## src/rtl/sdram_trk_pkg.sv

```systemverilog
package sdram_trk_pkg;
   typedef enum logic [1:0] {
      MODE_RUN  = 2'd0,
      MODE_PDN  = 2'd1,
      MODE_SUSP = 2'd2,
      MODE_SREF = 2'd3
   } dev_mode_e;

   localparam int NCMD   = 8;
   localparam int C_ACT  = 0;
   localparam int C_RD   = 1;
   localparam int C_WR   = 2;
   localparam int C_PRE  = 3;
   localparam int C_PALL = 4;
   localparam int C_MRS  = 5;
   localparam int C_REF  = 6;
   localparam int C_SREF = 7;
endpackage

```

## src/rtl/sdram_cmd_decode.sv

```systemverilog
module sdram_cmd_decode
   import sdram_trk_pkg::*;
#(
   parameter int NBANK = 4,
   parameter int BA_W  = 2
) (
   input  logic                 cs_n,
   input  logic                 ras_n,
   input  logic                 cas_n,
   input  logic                 we_n,
   input  logic                 cke,
   input  logic                 cke_q,
   input  logic                 run,
   input  logic [BA_W-1:0]      bank,
   input  logic                 ap,
   input  logic [NBANK-1:0]     open_vec,
   output logic [NCMD-1:0]      strb,
   output logic                 illegal,
   output logic                 quiet
);
   logic [2:0]      pins;
   logic [NCMD-1:0] raw;
   logic            accept;
   logic            sel_open;
   logic            all_idle;
   logic            legal;

   assign pins     = {ras_n, cas_n, we_n};
   assign accept   = run & cke_q & ~cs_n;
   assign sel_open = open_vec[bank];
   assign all_idle = ~|open_vec;
   assign quiet    = cs_n | (pins == 3'b111);

   always_comb begin
      raw = '0;
      unique case (pins)
         3'b011:  raw[C_ACT] = 1'b1;
         3'b101:  raw[C_RD]  = 1'b1;
         3'b100:  raw[C_WR]  = 1'b1;
         3'b010:  if (ap) raw[C_PALL] = 1'b1; else raw[C_PRE] = 1'b1;
         3'b000:  raw[C_MRS] = 1'b1;
         3'b001:  if (cke) raw[C_REF] = 1'b1; else raw[C_SREF] = 1'b1;
         default: raw = '0;
      endcase
   end

   always_comb begin
      legal = 1'b1;
      if (raw[C_ACT])
         legal = ~sel_open;
      else if (raw[C_RD] | raw[C_WR])
         legal = sel_open;
      else if (raw[C_MRS] | raw[C_REF] | raw[C_SREF])
         legal = all_idle;
   end

   assign strb    = (accept && legal) ? raw : '0;
   assign illegal = accept & (|raw) & ~legal;
endmodule

```

## src/rtl/sdram_mode_fsm.sv

```systemverilog
module sdram_mode_fsm
   import sdram_trk_pkg::*;
(
   input  logic      clk,
   input  logic      rst_n,
   input  logic      cke,
   input  logic      quiet,
   input  logic      burst_active,
   input  logic      sref_go,
   output dev_mode_e mode,
   output logic      cke_q
);
   dev_mode_e mode_nx;

   always_comb begin
      mode_nx = mode;
      case (mode)
         MODE_RUN: begin
            if (sref_go)
               mode_nx = MODE_SREF;
            else if (cke_q && !cke && quiet)
               mode_nx = burst_active ? MODE_SUSP : MODE_PDN;
         end
         default: begin
            if (cke)
               mode_nx = MODE_RUN;
         end
      endcase
   end

   always_ff @(posedge clk or negedge rst_n) begin
      if (!rst_n) begin
         mode  <= MODE_RUN;
         cke_q <= 1'b1;
      end else begin
         mode  <= mode_nx;
         cke_q <= cke;
      end
   end
endmodule

```

## src/rtl/sdram_bank_slot.sv

```systemverilog
module sdram_bank_slot #(
   parameter int ROW_W = 12
) (
   input  logic             clk,
   input  logic             rst_n,
   input  logic             act_hit,
   input  logic             pre_hit,
   input  logic             rw_hit,
   input  logic             rw_ap,
   input  logic             done,
   input  logic [ROW_W-1:0] row_in,
   output logic             is_open,
   output logic [ROW_W-1:0] row
);
   logic pend;

   always_ff @(posedge clk or negedge rst_n) begin
      if (!rst_n) begin
         is_open <= 1'b0;
         pend    <= 1'b0;
         row     <= '0;
      end else if (act_hit) begin
         is_open <= 1'b1;
         pend    <= 1'b0;
         row     <= row_in;
      end else if (pre_hit) begin
         is_open <= 1'b0;
         pend    <= 1'b0;
      end else if (rw_hit) begin
         pend    <= rw_ap;
      end else if (done && pend) begin
         is_open <= 1'b0;
         pend    <= 1'b0;
      end
   end
endmodule

```

## src/rtl/sdram_cmd_tracker.sv

```systemverilog
module sdram_cmd_tracker
   import sdram_trk_pkg::*;
#(
   parameter int NBANK  = 4,
   parameter int ROW_W  = 12,
   parameter int AP_BIT = 10,
   localparam int BA_W  = $clog2(NBANK)
) (
   input  logic                   clk,
   input  logic                   rst_n,
   input  logic                   cs_n,
   input  logic                   ras_n,
   input  logic                   cas_n,
   input  logic                   we_n,
   input  logic                   cke,
   input  logic [BA_W-1:0]        bank,
   input  logic [ROW_W-1:0]       addr,
   input  logic                   burst_active,
   input  logic [NBANK-1:0]       burst_done,
   output logic [NCMD-1:0]        cmd_strb,
   output logic [BA_W-1:0]        cmd_bank,
   output logic                   auto_pre,
   output logic                   illegal,
   output logic [1:0]             dev_mode,
   output logic [NBANK-1:0]       bank_open,
   output logic [NBANK*ROW_W-1:0] open_rows
);
   generate
      if (NBANK < 2 || NBANK != (1 << BA_W)) begin : g_bad_nbank
         $error("NBANK must be a power of two of at least 2");
      end
      if (AP_BIT >= ROW_W) begin : g_bad_ap
         $error("AP_BIT must lie inside the address");
      end
   endgenerate

   dev_mode_e       mode;
   logic            cke_q;
   logic [NCMD-1:0] strb_d;
   logic            ill_d;
   logic            quiet;

   sdram_cmd_decode #(.NBANK(NBANK), .BA_W(BA_W)) u_dec (
      .cs_n     (cs_n),
      .ras_n    (ras_n),
      .cas_n    (cas_n),
      .we_n     (we_n),
      .cke      (cke),
      .cke_q    (cke_q),
      .run      (mode == MODE_RUN),
      .bank     (bank),
      .ap       (addr[AP_BIT]),
      .open_vec (bank_open),
      .strb     (strb_d),
      .illegal  (ill_d),
      .quiet    (quiet)
   );

   sdram_mode_fsm u_mode (
      .clk          (clk),
      .rst_n        (rst_n),
      .cke          (cke),
      .quiet        (quiet),
      .burst_active (burst_active),
      .sref_go      (strb_d[C_SREF]),
      .mode         (mode),
      .cke_q        (cke_q)
   );

   for (genvar b = 0; b < NBANK; b++) begin : g_bank
      logic hit;
      assign hit = (bank == BA_W'(b));
      sdram_bank_slot #(.ROW_W(ROW_W)) u_slot (
         .clk     (clk),
         .rst_n   (rst_n),
         .act_hit (strb_d[C_ACT] & hit),
         .pre_hit (strb_d[C_PALL] | (strb_d[C_PRE] & hit)),
         .rw_hit  ((strb_d[C_RD] | strb_d[C_WR]) & hit),
         .rw_ap   (addr[AP_BIT]),
         .done    (burst_done[b]),
         .row_in  (addr),
         .is_open (bank_open[b]),
         .row     (open_rows[b*ROW_W +: ROW_W])
      );
   end

   always_ff @(posedge clk or negedge rst_n) begin
      if (!rst_n) begin
         cmd_strb <= '0;
         cmd_bank <= '0;
         auto_pre <= 1'b0;
         illegal  <= 1'b0;
      end else begin
         cmd_strb <= strb_d;
         cmd_bank <= bank;
         auto_pre <= (strb_d[C_RD] | strb_d[C_WR]) & addr[AP_BIT];
         illegal  <= ill_d;
      end
   end

   assign dev_mode = mode;
endmodule

```

## config.mk

```make
export PLATFORM = sky130hd
export DESIGN_NAME = sdram_cmd_tracker
export DESIGN_NICKNAME = d
export VERILOG_FILES = /design/src/rtl/sdram_trk_pkg.sv /design/src/rtl/sdram_cmd_decode.sv /design/src/rtl/sdram_mode_fsm.sv /design/src/rtl/sdram_bank_slot.sv /design/src/rtl/sdram_cmd_tracker.sv
export SDC_FILE = /design/constraint.sdc
export NUM_CORES = 1
export LEC_CHECK = 0
export BUFFER_PORTS_ARGS = -buffer_cell sky130_fd_sc_hd__buf_2
export CAP_MARGIN = 40
export CORE_ASPECT_RATIO = 0.9
export CORE_MARGIN = 2
export CORE_UTILIZATION = 40
export CTS_CLUSTER_DIAMETER = 60
export DETAILED_ROUTE_END_ITERATION = 10
export PLACE_DENSITY = 0.67
export SYNTH_ARGS = -nofsm -noshare
export SYNTH_HDL_FRONTEND = slang
export SYNTH_SLANG_ARGS = --single-unit
```

## constraint.sdc

```tcl
create_clock -name clk -period 2.17 [get_ports clk]
set_input_delay 0.434 -clock clk [delete_from_list [all_inputs] [get_ports clk]]
set_output_delay 0.434 -clock clk [all_outputs]
set_load 0.02 [all_outputs]
```

==> qor.csv <==
metric;value;unit
run status;completed;
largest net degree at the start of global routing;36;
post-placement cell count;405;
Final Hold Fails;0;
Post-synth EDFFs;0;
Via-to-Cell Ratio;4.93;
static leakage;2.08;nW
PD cells;834;nW/um^2
hold_buf cts;0;
IO Count;92;
RSZ-0062 raised after global routing;no;
routed length on met1;2.86;mm
multi-input logic area;1080;um^2
Slew headroom;61.5;%
clock power share;33.4;%
number of library cell types mapped by synthesis;39;
Routed WL per cell;15.2;um
r2r setup slk;40;ps
port bufs;91;
non-filler cells, final;422;
Internal;2.26;mW
post-synthesis sequential area ratio;59.5;%
clock root cell;clkbuf_8;
worst-skew pair later-pin latency;340;ps
Async SR Flop Fraction;100;%
initial DRC count;46;
# fillers;647;
Worst Clk Skew;7.95;ps
Clock Pin Slew Worst Setup and Hold Paths;80;ps
# diodes;0;
critical path capture point;g_bank[2].u_slot.row[1]$_DFFE_PN0P_;
Slew @ Worst Pin;577;ps
Synth Net Count;244;
Arr. time, crit path;2350;ps
via count;2080;
part of the power in registers;48.0;%
top post-synthesis cells by area;dfrtp_1 59%, mux2_2 13%, mux2_4 5.0%;
H-tree depth;3;
layout cells sized above 1;54.1;%
DP HPWL;4.69;mm
drt first pass iters;4;
# DRC;0;
core box area;7150;um^2
Final Critical Period;2130;ps
initial core utilization;41.8;%
Min Hold Slack;77.4;ps
RR Startpoint;u_mode.cke_q$_DFF_PN1_;
Final nets;350;
gr ovfl total;0;
full die area;8180;um^2
Tot GR Track Use;16.9;%
main flop type after synthesis;dfrtp_1;
Yosys top cell area share;58.6;%
Startpoint Class;register;
Comb pwr share;18.6;%
die width;95.1;um
VDD IR max;0.000541;V
Routed met3 length;588;um
Die Height;86.0;um
max frequency;0.470;GHz
largest fanout on the critical path;7;
DRT antenna net count;0;
WS Path Type;reg2reg;
Commonest cells post-synth;70 x dfrtp_1, 35 x mux2_2, 12 x nor2_1;
max-cap viol count;0;
antenna violations before repair;0;
top-count cell post-synth;dfrtp_1;
Pwr Total;3.19;mW
Synth area leader;dfrtp_1;
#FFs+latches synth;71;
Rows;29;
post-synthesis cell count;218;
Clock Tree Buf Depth;2;
average cell area after synthesis;13.7;um^2
switching part of the total;29.3;%
first-pass GRT wire length;10.5;mm
storage element area;1780;um^2
total CTS buffers;9;
Routed met2 length;2.90;mm
vias in the first global route;2118;
Final Setup Violations;0;
CTS tree;built;
CP Launch Point;u_mode.cke_q$_DFF_PN1_;
post-synthesis cell area;2990;um^2
switching power;936;uW
drt total wl;6.43;mm
Area Overhead vs Synth;28.2;%
cell count of the worst reg-to-reg path;4;
Final Cycle Share;98.1;%
FF-to-FF End;g_bank[2].u_slot.row[1]$_DFFE_PN0P_;
Worst Hold Class;in2async;
fin. max-slew vios;0;
warnings from Yosys;0;
Worst EP required;2400;ps
DR top layer;met4;
Critical Path Sink Type;register;
Final GP Congestion;0.849;
Sink Count;71;
==> layer usage <==
metal | global-route usage [%] | vias to the layer above
met3 | 7.91 | 10
met4 | 5.40 | 0
met2 | 25.7 | 80
met1 | 21.3 | 995
li1 | - | 995
met5 | 0 | -
==> registers in the layout, indices dropped and copies added, names as in the netlist <==
register and flops:
illegal 1, cmd_strb 8, g_bank.u_slot.row 48, g_bank.u_slot.pend 4, g_bank.u_slot.is_open 4, u_mode.mode 2
u_mode.cke_q 1, cmd_bank 2, auto_pre 1
==> layout make-up <==
| type | instances | share of cell area (%) |
|---|---|---|
| timing repair buffer | 108 | 16.2 |
| sequential | 71 | 46.5 |
| tap | 93 | 3.04 |
| clock buffer | 10 | 3.59 |
| clock inverter | 6 | 1.83 |
| multi-input combinational | 126 | 28.1 |
| inverter | 8 | 0.784 |
==> worst min path at each step <==
stage,start,cells after the start,end
after detailed placement,rst_n,1,g_bank[3].u_slot.row[5]$_DFFE_PN0P_
after floorplan,rst_n,0,auto_pre$_DFF_PN0_
after global placement,rst_n,1,g_bank[1].u_slot.row[7]$_DFFE_PN0P_
final,rst_n,1,g_bank[1].u_slot.row[7]$_DFFE_PN0P_
after CTS,rst_n,1,g_bank[3].u_slot.row[5]$_DFFE_PN0P_
after global routing,rst_n,1,g_bank[3].u_slot.row[5]$_DFFE_PN0P_
==> critical path, cell delays in order, from the launching register on <==
cell and delay (ps):
dfstp_2 530, or4b_4 490, or4b_4 530, buf_6 170, mux2_4 290
==> cell usage in the layout, fill, tap and decap left out, drive strengths merged, types with 6 or more instances in the layout <==
cell type	count
a21oi	6
nor2b	6
buf	108
nor2	12
dfrtp	70
nand2	8
o21ai	7
clkbuf	10
inv	8
mux2	45
==> cells by family after synthesis <==
kind of cell | after synthesis | share of synthesized area, %
and+or+nand+nor | 51 | 10.1
DFF | 71 | 59.5
buffers and inverters | 21 | 4.90
AOI/OAI and AO/OA | 26 | 5.53
muxes | 49 | 20.0
==> stage by stage <==
stage,TNS (ps),worst slack [ps],area (um^2),util (%)
global route,0,7.79,3830,53.6
global placement,-3890,-138,3590,50.2
CTS,0,5.70,3810,53.3
detailed placement,-4270,-144,3590,50.2
floorplan,-2080,-118,3000,-
finish,0,41.4,3830,53.6
==> repair_timing <==
action	4_1_cts	5_1_grt
gates resized for setup	3	4
setup buffers	0	1
endpoints found under the hold margin	0	0
endpoints found under the setup margin	34	25
pin swaps	0	0
==> power groups by stage <==
stage	Clock (mW)	Combinational (mW)	Sequential, mW
detailed placement	0	0.597	1.56
global placement	0	0.587	1.55
finish	1.07	0.593	1.53
global route	1.16	0.645	1.55
floorplan	0	0.231	1.68
CTS	1.10	0.600	1.53
No activity file was read; power rests on OpenSTA's default activity.
